--- config.mk ---
export PLATFORM = sky130hd
export DESIGN_NAME = msg_uart_rx
export DESIGN_NICKNAME = d
export VERILOG_FILES = /design/src/rtl/msg_uart_rx_pkg.sv /design/src/rtl/rx_line_sync.sv /design/src/rtl/rx_tick_sel.sv /design/src/rtl/rx_char_fsm.sv /design/src/rtl/rx_word_packer.sv /design/src/rtl/msg_uart_rx.sv
export SDC_FILE = /design/constraint.sdc
export NUM_CORES = 1
export LEC_CHECK = 0
export BUFFER_PORTS_ARGS = -buffer_cell sky130_fd_sc_hd__buf_2
export CORE_MARGIN = 5
export CORE_UTILIZATION = 62
export CTS_CLUSTER_DIAMETER = 40
export DETAILED_ROUTE_END_ITERATION = 7
export HOLD_SLACK_MARGIN = 0.1
export PLACE_DENSITY = 0.95
export SLEW_MARGIN = 20
export SYNTH_ARGS = -nofsm -noshare
export SYNTH_HDL_FRONTEND = slang
export SYNTH_HIERARCHICAL = 1
export SYNTH_SLANG_ARGS = --single-unit
--- constraint.sdc ---
create_clock -name clk_i -period 6.7 [get_ports clk_i]
set_input_delay 0.335 -clock clk_i [delete_from_list [all_inputs] [get_ports clk_i]]
set_output_delay 0.335 -clock clk_i [all_outputs]
set_load 0.01 [all_outputs]
--- src/rtl/msg_uart_rx_pkg.sv ---
package msg_uart_rx_pkg;

  typedef enum logic [2:0] {
    ST_IDLE,
    ST_START,
    ST_DATA,
    ST_PAR,
    ST_STOP1,
    ST_STOP2
  } rx_state_e;

  typedef struct packed {
    logic [7:0] data;
    logic       perr;
    logic       ferr;
  } rx_char_t;

endpackage

--- src/rtl/rx_line_sync.sv ---
module rx_line_sync #(
  parameter int STAGES = 2
) (
  input  logic clk_i,
  input  logic rst_ni,
  input  logic d_i,
  output logic q_o
);
  logic [STAGES-1:0] sr_q;

  for (genvar g = 0; g < STAGES; g++) begin : g_stage
    if (g == 0) begin : g_first
      always_ff @(posedge clk_i or negedge rst_ni) begin
        if (!rst_ni) sr_q[0] <= 1'b1;
        else         sr_q[0] <= d_i;
      end
    end else begin : g_next
      always_ff @(posedge clk_i or negedge rst_ni) begin
        if (!rst_ni) sr_q[g] <= 1'b1;
        else         sr_q[g] <= sr_q[g-1];
      end
    end
  end

  assign q_o = sr_q[STAGES-1];
endmodule

--- src/rtl/rx_tick_sel.sv ---
module rx_tick_sel #(
  parameter int NUM_REFS = 2,
  parameter int DIV_W    = 6,
  localparam int SEL_W   = (NUM_REFS > 1) ? $clog2(NUM_REFS) : 1
) (
  input  logic [NUM_REFS-1:0] ref_tick_i,
  input  logic [SEL_W-1:0]    ref_sel_i,
  input  logic [DIV_W-1:0]    div_i,
  output logic                tick_o,
  output logic [DIV_W-1:0]    per_o,
  output logic [DIV_W-1:0]    half_o
);
  logic [DIV_W-1:0] even_div;

  always_comb begin
    tick_o = 1'b0;
    for (int i = 0; i < NUM_REFS; i++) begin
      if (SEL_W'(i) == ref_sel_i) tick_o = ref_tick_i[i];
    end
  end

  assign even_div = {div_i[DIV_W-1:1], 1'b0};
  assign per_o    = (even_div < DIV_W'(2)) ? DIV_W'(2) : even_div;
  assign half_o   = per_o >> 1;
endmodule

--- src/rtl/rx_char_fsm.sv ---
module rx_char_fsm
  import msg_uart_rx_pkg::*;
#(
  parameter int DIV_W = 6,
  parameter int GAP_W = 4
) (
  input  logic             clk_i,
  input  logic             rst_ni,
  input  logic             en_i,
  input  logic             line_i,
  input  logic             tick_i,
  input  logic [DIV_W-1:0] per_i,
  input  logic [DIV_W-1:0] half_i,
  input  logic             parity_en_i,
  input  logic             parity_odd_i,
  input  logic             two_stop_i,
  input  logic [GAP_W-1:0] gap_bits_i,
  output logic             char_v_o,
  output rx_char_t         char_o,
  output logic             eom_o
);
  rx_state_e        st_q;
  logic [DIV_W-1:0] tcnt_q, gap_t_q;
  logic [GAP_W-1:0] gap_b_q, gap_lim;
  logic [2:0]       bcnt_q;
  logic [7:0]       shreg_q;
  logic             perr_q, ferr_q, line_q, msg_act_q;
  logic             fall, full_bit, half_bit;

  assign fall     = line_q & ~line_i;
  assign full_bit = tick_i && ((tcnt_q + DIV_W'(1)) == per_i);
  assign half_bit = tick_i && ((tcnt_q + DIV_W'(1)) == half_i);
  assign gap_lim  = (gap_bits_i == '0) ? GAP_W'(1) : gap_bits_i;

  always_ff @(posedge clk_i or negedge rst_ni) begin
    if (!rst_ni) begin
      st_q      <= ST_IDLE;
      tcnt_q    <= '0;
      gap_t_q   <= '0;
      gap_b_q   <= '0;
      bcnt_q    <= '0;
      shreg_q   <= '0;
      perr_q    <= 1'b0;
      ferr_q    <= 1'b0;
      line_q    <= 1'b1;
      msg_act_q <= 1'b0;
      char_v_o  <= 1'b0;
      char_o    <= '0;
      eom_o     <= 1'b0;
    end else begin
      line_q   <= line_i;
      char_v_o <= 1'b0;
      eom_o    <= 1'b0;
      if (!en_i) begin
        st_q    <= ST_IDLE;
        tcnt_q  <= '0;
        gap_t_q <= '0;
        gap_b_q <= '0;
      end else begin
        case (st_q)
          ST_IDLE: begin
            if (fall) begin
              st_q    <= ST_START;
              tcnt_q  <= '0;
              gap_t_q <= '0;
              gap_b_q <= '0;
            end else if (!line_i) begin
              gap_t_q <= '0;
              gap_b_q <= '0;
            end else if (msg_act_q && tick_i) begin
              if ((gap_t_q + DIV_W'(1)) == per_i) begin
                gap_t_q <= '0;
                if ((gap_b_q + GAP_W'(1)) == gap_lim) begin
                  gap_b_q   <= '0;
                  eom_o     <= 1'b1;
                  msg_act_q <= 1'b0;
                end else begin
                  gap_b_q <= gap_b_q + GAP_W'(1);
                end
              end else begin
                gap_t_q <= gap_t_q + DIV_W'(1);
              end
            end
          end
          ST_START: begin
            if (half_bit) begin
              tcnt_q <= '0;
              bcnt_q <= '0;
              perr_q <= 1'b0;
              ferr_q <= 1'b0;
              st_q   <= line_i ? ST_IDLE : ST_DATA;
            end else if (tick_i) begin
              tcnt_q <= tcnt_q + DIV_W'(1);
            end
          end
          ST_DATA: begin
            if (full_bit) begin
              tcnt_q  <= '0;
              shreg_q <= {line_i, shreg_q[7:1]};
              if (bcnt_q == 3'd7) st_q <= parity_en_i ? ST_PAR : ST_STOP1;
              bcnt_q <= bcnt_q + 3'd1;
            end else if (tick_i) begin
              tcnt_q <= tcnt_q + DIV_W'(1);
            end
          end
          ST_PAR: begin
            if (full_bit) begin
              tcnt_q <= '0;
              perr_q <= (^{shreg_q, line_i}) ^ parity_odd_i;
              st_q   <= ST_STOP1;
            end else if (tick_i) begin
              tcnt_q <= tcnt_q + DIV_W'(1);
            end
          end
          ST_STOP1, ST_STOP2: begin
            if (full_bit) begin
              tcnt_q <= '0;
              if (st_q == ST_STOP1 && two_stop_i) begin
                ferr_q <= ~line_i;
                st_q   <= ST_STOP2;
              end else begin
                char_v_o    <= 1'b1;
                char_o.data <= shreg_q;
                char_o.perr <= perr_q;
                char_o.ferr <= ferr_q | ~line_i;
                msg_act_q   <= 1'b1;
                gap_t_q     <= '0;
                gap_b_q     <= '0;
                st_q        <= ST_IDLE;
              end
            end else if (tick_i) begin
              tcnt_q <= tcnt_q + DIV_W'(1);
            end
          end
          default: st_q <= ST_IDLE;
        endcase
      end
    end
  end
endmodule

--- src/rtl/rx_word_packer.sv ---
module rx_word_packer #(
  parameter int WORD_BYTES = 4,
  parameter int BCNT_W     = 16,
  localparam int WORD_W    = 8 * WORD_BYTES,
  localparam int FILL_W    = $clog2(WORD_BYTES + 1)
) (
  input  logic              clk_i,
  input  logic              rst_ni,
  input  logic              char_v_i,
  input  logic [7:0]        char_i,
  input  logic              eom_i,
  input  logic              fifo_full_i,
  output logic              fifo_wr_o,
  output logic [WORD_W-1:0] fifo_data_o,
  output logic              ovf_o,
  output logic              pend_o,
  output logic              push_o,
  output logic [BCNT_W-1:0] byte_count_o,
  output logic              done_o
);
  logic [WORD_W-1:0] lanes_q, word_d;
  logic [FILL_W-1:0] fill_q;
  logic [BCNT_W-1:0] msg_bytes_q;
  logic              push_d, push_q;

  for (genvar g = 0; g < WORD_BYTES; g++) begin : g_lane
    assign word_d[g*8 +: 8] = (char_v_i && fill_q == FILL_W'(g)) ? char_i : lanes_q[g*8 +: 8];
  end

  assign push_d = (char_v_i && fill_q == FILL_W'(WORD_BYTES - 1)) ||
                  (eom_i && fill_q != '0);

  always_ff @(posedge clk_i or negedge rst_ni) begin
    if (!rst_ni) begin
      lanes_q      <= '0;
      fill_q       <= '0;
      push_q       <= 1'b0;
      fifo_data_o  <= '0;
      msg_bytes_q  <= '0;
      byte_count_o <= '0;
      done_o       <= 1'b0;
    end else begin
      push_q <= push_d;
      done_o <= eom_i;
      if (push_d) fifo_data_o <= word_d;
      if (push_d || eom_i) begin
        lanes_q <= '0;
        fill_q  <= '0;
      end else if (char_v_i) begin
        lanes_q <= word_d;
        fill_q  <= fill_q + FILL_W'(1);
      end
      if (eom_i) begin
        byte_count_o <= msg_bytes_q;
        msg_bytes_q  <= '0;
      end else if (char_v_i) begin
        msg_bytes_q <= msg_bytes_q + BCNT_W'(1);
      end
    end
  end

  assign fifo_wr_o = push_q & ~fifo_full_i;
  assign ovf_o     = push_q & fifo_full_i;
  assign pend_o    = (fill_q != '0);
  assign push_o    = push_q;
endmodule

--- src/rtl/msg_uart_rx.sv ---
module msg_uart_rx
  import msg_uart_rx_pkg::*;
#(
  parameter int NUM_REFS    = 2,
  parameter int DIV_W       = 6,
  parameter int GAP_W       = 4,
  parameter int WORD_BYTES  = 4,
  parameter int CNT_W       = 12,
  parameter int BCNT_W      = 16,
  parameter int SYNC_STAGES = 2,
  localparam int SEL_W      = (NUM_REFS > 1) ? $clog2(NUM_REFS) : 1,
  localparam int WORD_W     = 8 * WORD_BYTES
) (
  input  logic                clk_i,
  input  logic                rst_ni,
  input  logic                rx_i,
  input  logic [NUM_REFS-1:0] ref_tick_i,
  input  logic [SEL_W-1:0]    ref_sel_i,
  input  logic [DIV_W-1:0]    div_i,
  input  logic [GAP_W-1:0]    gap_bits_i,
  input  logic                parity_en_i,
  input  logic                parity_odd_i,
  input  logic                two_stop_i,
  input  logic                en_set_i,
  input  logic                en_clr_i,
  input  logic                start_clr_en_i,
  input  logic [CNT_W-1:0]    afl_lvl_i,
  input  logic                master_ie_i,
  input  logic                done_ie_i,
  input  logic                ovf_ie_i,
  input  logic                done_clr_i,
  input  logic                ovf_clr_i,
  input  logic                err_clr_i,
  input  logic                fifo_full_i,
  input  logic [CNT_W-1:0]    fifo_count_i,
  output logic                fifo_wr_o,
  output logic [WORD_W-1:0]   fifo_data_o,
  output logic                rx_enabled_o,
  output logic [BCNT_W-1:0]   byte_count_o,
  output logic [CNT_W-1:0]    word_count_o,
  output logic                almost_full_o,
  output logic                done_irq_o,
  output logic                ovf_irq_o,
  output logic                rx_err_o
);
  logic             line_w, tick_w, char_v_w, eom_w, ovf_w, pend_w, push_w, done_w;
  logic [DIV_W-1:0] per_w, half_w;
  rx_char_t         char_w;
  logic             en_q, done_q, ovf_q, err_q;

  rx_line_sync #(.STAGES(SYNC_STAGES)) u_sync (
    .clk_i(clk_i), .rst_ni(rst_ni), .d_i(rx_i), .q_o(line_w)
  );

  rx_tick_sel #(.NUM_REFS(NUM_REFS), .DIV_W(DIV_W)) u_tick (
    .ref_tick_i(ref_tick_i), .ref_sel_i(ref_sel_i), .div_i(div_i),
    .tick_o(tick_w), .per_o(per_w), .half_o(half_w)
  );

  rx_char_fsm #(.DIV_W(DIV_W), .GAP_W(GAP_W)) u_fsm (
    .clk_i(clk_i), .rst_ni(rst_ni), .en_i(en_q), .line_i(line_w),
    .tick_i(tick_w), .per_i(per_w), .half_i(half_w),
    .parity_en_i(parity_en_i), .parity_odd_i(parity_odd_i),
    .two_stop_i(two_stop_i), .gap_bits_i(gap_bits_i),
    .char_v_o(char_v_w), .char_o(char_w), .eom_o(eom_w)
  );

  rx_word_packer #(.WORD_BYTES(WORD_BYTES), .BCNT_W(BCNT_W)) u_pack (
    .clk_i(clk_i), .rst_ni(rst_ni), .char_v_i(char_v_w), .char_i(char_w.data),
    .eom_i(eom_w), .fifo_full_i(fifo_full_i), .fifo_wr_o(fifo_wr_o),
    .fifo_data_o(fifo_data_o), .ovf_o(ovf_w), .pend_o(pend_w), .push_o(push_w),
    .byte_count_o(byte_count_o), .done_o(done_w)
  );

  always_ff @(posedge clk_i or negedge rst_ni) begin
    if (!rst_ni) begin
      en_q   <= 1'b0;
      done_q <= 1'b0;
      ovf_q  <= 1'b0;
      err_q  <= 1'b0;
    end else begin
      if (en_set_i)                                  en_q <= 1'b1;
      else if (en_clr_i || (eom_w && start_clr_en_i)) en_q <= 1'b0;
      if (done_w)          done_q <= 1'b1;
      else if (done_clr_i) done_q <= 1'b0;
      if (ovf_w)           ovf_q <= 1'b1;
      else if (ovf_clr_i)  ovf_q <= 1'b0;
      if (char_v_w && (char_w.perr || char_w.ferr)) err_q <= 1'b1;
      else if (err_clr_i)                          err_q <= 1'b0;
    end
  end

  assign rx_enabled_o  = en_q;
  assign word_count_o  = fifo_count_i + CNT_W'(pend_w) + CNT_W'(push_w);
  assign almost_full_o = (word_count_o >= afl_lvl_i);
  assign done_irq_o    = done_q & done_ie_i & master_ie_i;
  assign ovf_irq_o     = ovf_q & ovf_ie_i & master_ie_i;
  assign rx_err_o      = err_q;
endmodule

# == Word level (Yosys, flattened, before mapping) ==
# Index checks and enable logic that the tools add are counted.
# W data, S select, Z words.
# totals
ff_bits,153
output_inout_bits,66
# op_classes
n_bitwise,12
n_reduce_logical,42
add_sub_neg,8
n_eq_ne,35
muxes,83
order_cmp,2
# op_table
op,n
$mux W6,13
$mux W32,2
$mux W3,13
$mux W4,9
$mux W16,2
$mux W8,4
$mux W1,31
$add A12 B1 Y12,2
$reduce_bool A2 Y1,10
$ne A3 B2 Y1 const B,6
$pmux W6 S3,1
$add A16 B1 Y16 const B,1
$ne A2 B1 Y1 const B,8
$reduce_and A4 Y1,4
$pmux W3 S5,1
$add A6 B1 Y6 const B,2
$eq A3 B2 Y1 const B,4
$eq A6 B6 Y1,2
$ge A12 B12 Y1,1
$pmux W6 S2,1
$logic_and A1 B1 Y1,11
$ne A5 B3 Y1 const B,2
$reduce_and A5 Y1,2
$eq A3 B3 Y1 const B,3
29 further kinds,47

# == Longest topological paths before layout ==
# Gate-level depths: netlist (run 1).
# depth
word_depth,10
depth_mapped,13

# == By module ==
# Netlist (run 1), hierarchy kept.
# modules_own_cells
module,cells_each,instances,area_per_inst_um2
rx_word_packer,379,1,4687.0
rx_char_fsm,277,1,2819.0
msg_uart_rx,80,1,645.6
rx_tick_sel,15,1,102.6
rx_line_sync,2,1,52.6

# == Worst setup path after synthesis (run 1) ==
# OpenSTA, ideal clock, no wires.
# synth_path
path_type,reg-to-output
start,register u_pack.fill_q[0]
end,output port almost_full_o
setup_slack_ps,3705
path_stages_with_launch,13
t_arrival_ps,2660
cell_sequence,dfrtp_1 inv_1 ha_1 nand2b_4 fa_1 ha_1 and3_2 xor2_1 ha_1 o21ai_0 nor2_1 a211oi_1 o21ai_0
# synth_between
elab_chain_cells,4
# synth_lines
element,line,source
start: declaration,rx_word_packer.sv:22,logic [FILL_W-1:0] fill_q;
start signal: assignment,rx_word_packer.sv:51,fill_q <= fill_q + FILL_W'(1);
$reduce_bool A3 Y1,rx_word_packer.sv:64,assign pend_o = (fill_q != '0);
net pend_w,msg_uart_rx.sv:46,"logic line_w, tick_w, char_v_w, eom_w, ovf_w, pend_w, push_w, done_w;"
$add A12 B1 Y12 (2 in series),msg_uart_rx.sv:94,assign word_count_o = fifo_count_i + CNT_W'(pend_w) + CNT_W'(push_w);
net word_count_o[6],msg_uart_rx.sv:40,"output logic [CNT_W-1:0] word_count_o,"
$ge A12 B12 Y1,msg_uart_rx.sv:95,assign almost_full_o = (word_count_o >= afl_lvl_i);
end: declaration,msg_uart_rx.sv:41,"output logic almost_full_o,"
# The timed path passes the listed nets, and every way through them passes these cells.

# == Final worst setup path (run 1) ==
# layout_path
start,register u_pack.fill_q[0]
end,output port almost_full_o
# layout_between
elab_chain_cells,4
# layout_lines
element,line
$reduce_bool A3 Y1,rx_word_packer.sv:64
net pend_w,msg_uart_rx.sv:46
$add A12 B1 Y12 (2 in series),msg_uart_rx.sv:94
$ge A12 B12 Y1,msg_uart_rx.sv:95
# The timed path passes the listed nets, and every way through them passes these cells.

==> key figures, run 1 <==
Status
  • Run status: finished clean

Placement
  • Port Buffers: 117
  • HPWL after detailed placement: 12200 um
  • RD Place Congestion: 0.900
  • Placed inst area: 8900 um^2

Layout
  • Post-Layout Inst Area: 9550 um^2
  • P&R area growth vs syn: 14.9%
  • Nets: 938
  • Layout cells sized above 1: 0.290
  • Number of diodes: 0

Global routing
  • GRT Total Usage: 0.234
  • Vias in the first global route: 6166
  • First-pass GRT wire length: 30500 um
  • GR Overflow Total: 0
  • Initial antenna violation count: 0
  • Largest net degree at the start of global routing: 92

Logic synthesis
  • Synth Area in Adders: 0.0431
  • Register area share after synthesis: 0.461
  • Compound-gate portion of the synthesized area: 0.0926
  • Synth Area in XOR/XNOR: 0.0654
  • Largest family of logic cells by synthesized area: multiplexers
  • Ys async rst share: 1.00
  • Synth Area per Inst: 11.0 um^2
  • Simple-Gate Fraction of Synth Area: 0.129
  • Ys Warns: 6
  • Primary FF master, synth: dfrtp_1
  • Netlist cell types: 69
  • Synthesized netlist cell count: 753
  • Cell Area, Synth: 8310 um^2
  • Synth Register Bits: 153
  • Mux share of post-synthesis cell area: 0.148
  • EDFF count, synth: 0

Floorplan
  • Die width: 126 um
  • Initial Util: 0.630
  • Floorplan row count: 42
  • DIE AREA: 15800 um^2
  • Io pins: 119
  • Die H: 126 um
  • Core area: 13200 um^2

Routing
  • Post-Route WL: 18100 um
  • Met3 wire length: 963 um
  • Total number of vias: 6109
  • Vias/cell: 5.84
  • Met2 Routed Length: 9120 um
  • Drt first-iter violations: 548
  • Pre-antenna DRT Iters: 5
  • Routed len/inst: 17.3 um
  • Uppermost layer routed: met4
  • Post-route ant nets: 0
  • Routed length on met1: 7530 um
  • # DRC: 0

Clock network
  • Bufs on Longest Clock Path: 2
  • Clk root buf: clkbuf_16
  • Clock Latency Late Sink: 430 ps
  • Clk pin slew, worst setup/hold paths: 60 ps
  • CTS Buf Count: 17
  • H-tree levels: 4
  • CTS Sinks: 153
  • CTS tree: built

Setup path
  • Most frequent CP cell: ha_1
  • CP max stage cell: fa_1
  • Crit path launch type: register
  • CP endpoint kind: output pin
  • CP peak stage delay: 460 ps
  • Critical Path, Cell by Cell: inv_1, ha_1, nand2b_4, fa_1, ha_1, xor2_1, ha_1, a211oi_1, o21ai_0, a211oi_1, o21ai_0, buf_2
  • Arrival time worst endpoint: 3410 ps
  • Crit Path Class: register to output pin
  • CP required: 6360 ps
  • Critical Path Fanout Max: 4

Power and ir drop
  • Leakage dissipation: 4.83 nW
  • Peak supply drop: 0.193 mV
  • P per Cell Area: 251 nW/um^2

STA
  • Final min period: 3740 ps
  • Clock skew: 9.78 ps
  • Total negative slack: 0 ps
  • RSZ-0062 raised after global routing: false
  • Fmax: 267 MHz
  • Rel. slew slack: 0.460
  • Fin. max-slew vios: 0
  • Final setup vio count: 0
  • Fin. Hold Viols: 0
  • Final period utilization: 0.558
  • Slew @ Worst Pin: 810 ps

Hold path
  • HP Class: primary input to register

Job
  • MaxCap Viol Count: 0
-- through the flow --
stage / util / power (mW) / setup slack, ps / hold slack (ps) / instances
after floorplan: - / 1.29 / 3710 / 39.4 / 754
after global placement: 0.675 / 1.37 / 3530 / 346 / 1011
after detailed placement: 0.675 / 1.38 / 3430 / 347 / 1011
after CTS: 0.724 / 2.40 / 2970 / 129 / 1046
after global routing: 0.724 / 2.49 / 2790 / 157 / 1046
final: 0.724 / 2.40 / 2960 / 140 / 1046
-- where the power goes --
part           total, mW  switching, mW  internal, mW
Clock               1.02          0.380         0.636
Combinational      0.383          0.225         0.158
Sequential          1.00         0.0459         0.954
Total               2.40          0.651          1.75
-- layout make-up --
type                       instances  area [um^2]
clock buffer                      22          454
sequential                       153         3830
tap                              176          220
multi-input combinational        497         3980
fill                             828         3640
timing repair buffer             124          652
clock inverter                    10          166
inverter                          64          240
-- routing by layer --
metal,vias up,global-route usage
met5,-,0
met1,3005,0.301
li1,2849,-
met2,211,0.393
met3,44,0.0440
met4,0,0.0940
-- critical path: cells and delay by family, from the launching register on --
family	cells	cell delay, ps
AO/OA/AOI/OAI	4	750
XOR/XNOR	1	230
adder cells (fa/ha/maj)	4	1240
buffers and inverters	2	260
flip-flops	1	430
AND/OR/NAND/NOR	1	90
-- cells in the mapped netlist (all sizes together) (2+ instances only) --
library cell | n | area [um^2]
and2 | 10 | 63.8
or3 | 4 | 25.0
a21o | 6 | 45.0
nand2b | 8 | 57.6
or4 | 5 | 41.3
nor4 | 6 | 37.5
xor2 | 15 | 131
mux2 | 81 | 938
a41o | 2 | 20.0
a211oi | 4 | 30.0
clkbuf | 16 | 72.6
nor2b | 13 | 81.3
or2 | 5 | 31.3
nand2 | 35 | 134
xnor2 | 40 | 365
mux2i | 29 | 290
o2111ai | 2 | 17.5
a22o | 6 | 61.3
a21oi | 13 | 65.1
and3 | 9 | 70.1
dfrtp | 150 | 3750
a31oi | 2 | 12.5
o21ai | 23 | 115
a21boi | 6 | 45.0
ha | 27 | 338
nor3 | 7 | 35.0
o32ai | 9 | 78.8
buf | 24 | 184
nor3b | 3 | 22.5
o211ai | 3 | 22.5
nand3 | 36 | 180
nand4 | 13 | 96.3
a41oi | 2 | 17.5
o31ai | 26 | 195
nor2 | 30 | 113
dfstp | 3 | 78.8
and4 | 2 | 20.0
nand3b | 3 | 22.5
inv | 64 | 240
-- repair_timing --
action	in CTS	in global routing
endpoints found under the hold margin	89	0
setup buffers	0	0
resized for setup	0	0
hold buffers	3	0
-- state kept, by name (all words and copies together) (netlist names), 4 cells and up --
register	cells
u_pack/byte_count_o	16
u_pack/lanes_q	32
u_pack/msg_bytes_q	16
u_fsm/shreg_q	8
u_fsm/char_o	10
u_fsm/gap_b_q	4
u_fsm/tcnt_q	6
u_fsm/gap_t_q	6
u_pack/fifo_data_o	32
-- cell families after synthesis --
kind of cell / Yosys count
DFF: 153
other: 1
adders and majority gates: 28
muxes: 110
buffers and inverters: 104
AOI/OAI and AO/OA: 108
and+or+nand+nor: 192
xor gates and xnor gates: 57
-- cells in the final DEF, fill, tap and decap left out, types with 5 or more instances in the layout --
cell type,n
dfrtp_1,149
buf_2,116
mux2_2,71
inv_1,64
xnor2_1,38
nand3_1,36
nand2_1,34
nor2_1,30
mux2i_1,29
ha_1,27
o31ai_1,26
o21ai_0,23
clkbuf_16,17
xor2_1,15
nor2b_1,13
a21oi_1,13
nand4_1,12
o32ai_1,9
and2_1,9
nor3_1,7
nand2b_1,7
mux2_4,7
a21o_1,6
nor4_1,6
a22o_1,5
-- final timing paths --
path | from | end | slack, ps | cells past startpoint
worst max register to register | u_fsm/tcnt_q[0] | u_fsm/gap_b_q[3] | 3920 | 8
worst max-delay path | u_pack/fill_q[0] | almost_full_o | 2960 | 12
min in group asynchronous | rst_ni | u_pack/byte_count_o[7] | 540 | 2
worst min-delay path | err_clr_i | rx_err_o | 140 | 2
max in group asynchronous | rst_ni | u_pack/fifo_data_o[25] | 4860 | 3
worst min register to register | u_sync/sr_q[0] | u_sync/q_o | 360 | 0
Note: power is estimated with default switching activity, not from simulation.
==> inputs of run 2 (changes only) <==
--- a/config.mk
+++ b/config.mk
@@ -5,13 +5,14 @@
 export SDC_FILE = /design/constraint.sdc
 export NUM_CORES = 1
 export LEC_CHECK = 0
+export ABC_AREA = 1
 export BUFFER_PORTS_ARGS = -buffer_cell sky130_fd_sc_hd__buf_2
 export CORE_MARGIN = 5
-export CORE_UTILIZATION = 62
+export CORE_UTILIZATION = 52
 export CTS_CLUSTER_DIAMETER = 40
 export DETAILED_ROUTE_END_ITERATION = 7
 export HOLD_SLACK_MARGIN = 0.1
-export PLACE_DENSITY = 0.95
+export PLACE_DENSITY = 0.86
 export SLEW_MARGIN = 20
 export SYNTH_ARGS = -nofsm -noshare
 export SYNTH_HDL_FRONTEND = slang
==> constraint.sdc (replaced) <==
create_clock -name clk_i -period 3.18 [get_ports clk_i]
set_input_delay 0.159 -clock clk_i [delete_from_list [all_inputs] [get_ports clk_i]]
set_output_delay 0.159 -clock clk_i [all_outputs]
set_load 0.01 [all_outputs]
==> run 2 against run 1 <==
  * The run now ends with setup timing left
  * Hold slack improved by 12 ps
  * Final area rose by 4.2%
  * Combinational power rose to 2.6 times the previous value
  * Count of clock-buffer cells in the layout fell by 5
  * Sequential share of layout area fell by 1.6 points
  * Critical endpoint unchanged
==> key figures, run 2 <==
Routing
  • Routed len/inst: 14.4 um (-17%)
  • Total number of vias: 7402 (+21%)
  • Post-Route WL: 20300 um (+12%)
  • # DRC: 0 (unchanged)
  • Post-route ant nets: 0 (unchanged)
  • Vias/cell: 5.23 (-10%)
  • Pre-antenna DRT Iters: 7 (+2)
  • Drt first-iter violations: 630 (+15%)

STA
  • Rel. slew slack: 0.524 (+0.0643)
  • PnR worst setup slack: -3.20 ps (-2960 ps)
  • Fin. max-slew vios: 0 (unchanged)
  • Final setup vio count: 1 (+1)
  • Final period utilization: 1.00
  • RSZ-0062 raised after global routing: true
  • Final min period: 3180 ps
  • Slew @ Worst Pin: 714 ps (-96.5 ps)
  • Min Hold Slack: 152 ps (+12.4 ps)
  • Fmax: 314 MHz
  • Clock skew: 10.9 ps (+1.12 ps)
  • Fin. Hold Viols: 0 (unchanged)

Status
  • Run status: finished, violations left
  • Failing checks: setup timing

Clock network
  • Clk root buf: clkbuf_16
  • Bufs on Longest Clock Path: 2 (unchanged)
  • Clk pin slew, worst setup/hold paths: 60 ps (about the same)
  • H-tree levels: 4 (unchanged)
  • CTS Buf Count: 17 (unchanged)
  • Clock Latency Late Sink: 430 ps (about the same)
  • CTS Sinks: 153 (unchanged)
  • CTS tree: built

Power and ir drop
  • Switching share of power: 0.315 (+0.0438)
  • Peak supply drop: 0.363 mV (+88%)
  • P per Cell Area: 522 nW/um^2 (+110%)
  • Leakage dissipation: 5.23 nW (+8.2%)
  • Clock power frac: 0.398 (-0.025)
  • Psw: 1.64 mW (+150%)
  • Reg power frac: 0.407 (-0.010)
  • Combinational fraction of design power: 0.195 (+0.036)
  • Internal Power: 3.55 mW (+100%)

Floorplan
  • Core area: 15900 um^2 (+20%)
  • Die H: 137 um (+9.1%)
  • Initial Util: 0.530 (-0.0998)
  • Io pins: 119 (unchanged)
  • Floorplan row count: 46 (+9.5%)
  • DIE AREA: 18800 um^2 (+19%)
  • Die width: 137 um (+9.1%)

Setup path
  • Buf/Inv on CP: 3 (+1)
  • CP max stage cell: fa_2
  • CP peak stage delay: 430 ps (-30 ps)
  • Critical Path, Cell by Cell: inv_2, ha_4, nand2_4, fa_2, ha_4, nand2_4, nor2_4, xor2_2, ha_1, nand2_1, inv_2, nand2_2, nand2_2, a21oi_2, nand2_1, buf_2
  • Critical Path Fanout Max: 5 (+1)
  • Crit Path Class: register to output pin
  • CP endpoint kind: output pin
  • CP required: 3020 ps (-3340 ps)
  • Crit path launch type: register
  • Cell family with most CP delay: adder cells
  • Reg-to-reg setup timing slack: 860 ps (-3060 ps)
  • Arrival time worst endpoint: 3020 ps (-390 ps)

Placement
  • HPWL after detailed placement: 14000 um (+15%)
  • Pre-CTS setup slack: 241 ps (-3190 ps)
  • RD Place Congestion: 0.877 (-2.6%)
  • Port Buffers: 117 (unchanged)

Layout
  • Seq. cell area: 3830 um^2 (about the same)
  • Most common cell after layout, fill and taps aside: nand2_1
  • Layout cells sized above 1: 0.203 (-0.0868)
  • Registers with the most flip-flops: u_pack/fifo_data_o x32, u_pack/lanes_q x32
  • Number of diodes: 0 (unchanged)
  • Multi-input logic area: 3950 um^2 (-0.75%)
  • P&R area growth vs syn: 18.1%
  • Fillers: 1296 (+57%)
  • Nets: 1266 (+35%)
  • Commonest cells after routing, fill and taps aside: nand2_1, dfrtp_1, buf_2

Logic synthesis
  • Synthesized netlist cell count: 1065 (+41%)
  • Synth Register Bits: 153 (unchanged)
  • Post-synth top cells: nand2_1, dfrtp_1, inv_1, nand3_1, nor2_1
  • Ys async rst share: 1.00 (unchanged)
  • Synth top area cells: dfrtp_1, nand2_1, nand3_1
  • Synth top area share: 0.446 (-0.00604)
  • EDFF count, synth: 0 (unchanged)
  • Synth Area per Inst: 7.91 um^2 (-28%)
  • Cell Area, Synth: 8420 um^2 (+1.4%)
  • Netlist cell types: 45 (-35%)
  • Register area share after synthesis: 0.455 (-0.00617)
  • Biggest area consumer among synthesized cells: dfrtp_1
  • Ys Warns: 6 (unchanged)
  • Most frequent cell after synthesis: nand2_1
  • Primary FF master, synth: dfrtp_1

Global routing
  • GR Overflow Total: 0 (unchanged)
  • Initial antenna violation count: 0 (unchanged)
  • GRT Total Usage: 0.221 (-0.0125)
  • First-pass GRT wire length: 33500 um (+10%)
  • Vias in the first global route: 7294 (+18%)
  • Largest net degree at the start of global routing: 78 (-15%)

Job
  • MaxCap Viol Count: 0 (unchanged)

Hold path
  • HP Class: primary input to register
run 2: cell count changes after synthesis, sizes merged, moves of 60 or more:
cell and change:
inv +60, mux2 -81, nand2 +289, nand3 +66, nor2 +60, o21ai +60
run 2: routing by layer:
layer,part of all wire,GRT usage,up-vias
li1,-,-,3621
met1,0.41,0.272,3472
met2,0.49,0.379,260
met3,0.065,0.0467,49
met4,0.029,0.0915,0
met5,0,0,-
run 2: logic make-up (layout without fill, tap and decap cells):
family,after synthesis,after routing,share of synthesized area
other,1,2,0.000445
and+or+nand+nor,562,562,0.302
AOI/OAI and AO/OA,127,127,0.0841
adders and majority gates,28,28,0.0425
buffers and inverters,167,299,0.0875
xor gates and xnor gates,27,27,0.0281
DFF,153,153,0.455
run 2: power groups by stage:
stage | clock network, mW | registers, mW | logic (mW)
3_5_place_dp | 0 | 2.14 | 0.956
3_3_place_gp | 0 | 2.14 | 0.917
5_1_grt | 2.19 | 2.12 | 1.16
4_1_cts | 2.10 | 2.11 | 0.980
2_1_floorplan | 0 | 2.11 | 0.738
6_report | 2.06 | 2.11 | 1.01
run 2: layout make-up:
class	count	share of cell area
Sequential cell	153	0.385
Clock inverter	15	0.0180
Tap cell	216	0.0272
Multi-Input combinational cell	746	0.397
Inverter	124	0.0470
Clock buffer	17	0.0428
Timing Repair Buffer	143	0.0824
run 2: worst register-to-register path: stages, from the launching register on:
cell     delay, ps
dfrtp_1        500
ha_1           300
inv_1           60
nand2_1        110
nand2_1         90
nand2_1         60
nand3_1        100
nor2_2         140
nand3_4        170
nand3_2        120
nand2_2        100
inv_2          200
nand2_1        150
nand2_1         80
nand2_1         40
run 2: per-stage QoR:
| step | total power, mW | std cells | util | setup TNS [ps] | cell area (um^2) |
|---|---|---|---|---|---|
| 3_5_place_dp | 3.10 | 1366 | 0.573 | 0 | 9100 |
| 4_1_cts | 5.19 | 1408 | 0.619 | 0 | 9830 |
| 3_3_place_gp | 3.06 | 1366 | 0.573 | 0 | 9100 |
| 5_1_grt | 5.47 | 1414 | 0.626 | -148 | 9950 |
| 6_report | 5.19 | 1414 | 0.626 | -3.20 | 9950 |
| 2_1_floorplan | 2.85 | 1066 | - | 0 | 8420 |
run 2: final timing paths:
check | cells after the start | endpoint | start
setup / recovery | 16 | almost_full_o | u_pack/fill_q[1]
hold / removal | 5 | u_fsm/st_q[1] | parity_en_i
setup reg to reg | 14 | u_fsm/gap_b_q[2] | u_fsm/tcnt_q[0]
hold reg to reg | 0 | u_sync/q_o | u_sync/sr_q[0]
max in group asynchronous | 3 | u_sync/sr_q[0] | rst_ni
min in group asynchronous | 2 | u_pack/fifo_data_o[23] | rst_ni
run 2: timing repair:
action,4_1_cts,5_1_grt
endpoints found under the setup margin,1,1
setup buffers,2,6
pin swaps,1,14
endpoints found under the hold margin,80,0
hold buffers,8,0
gates resized for setup,7,19
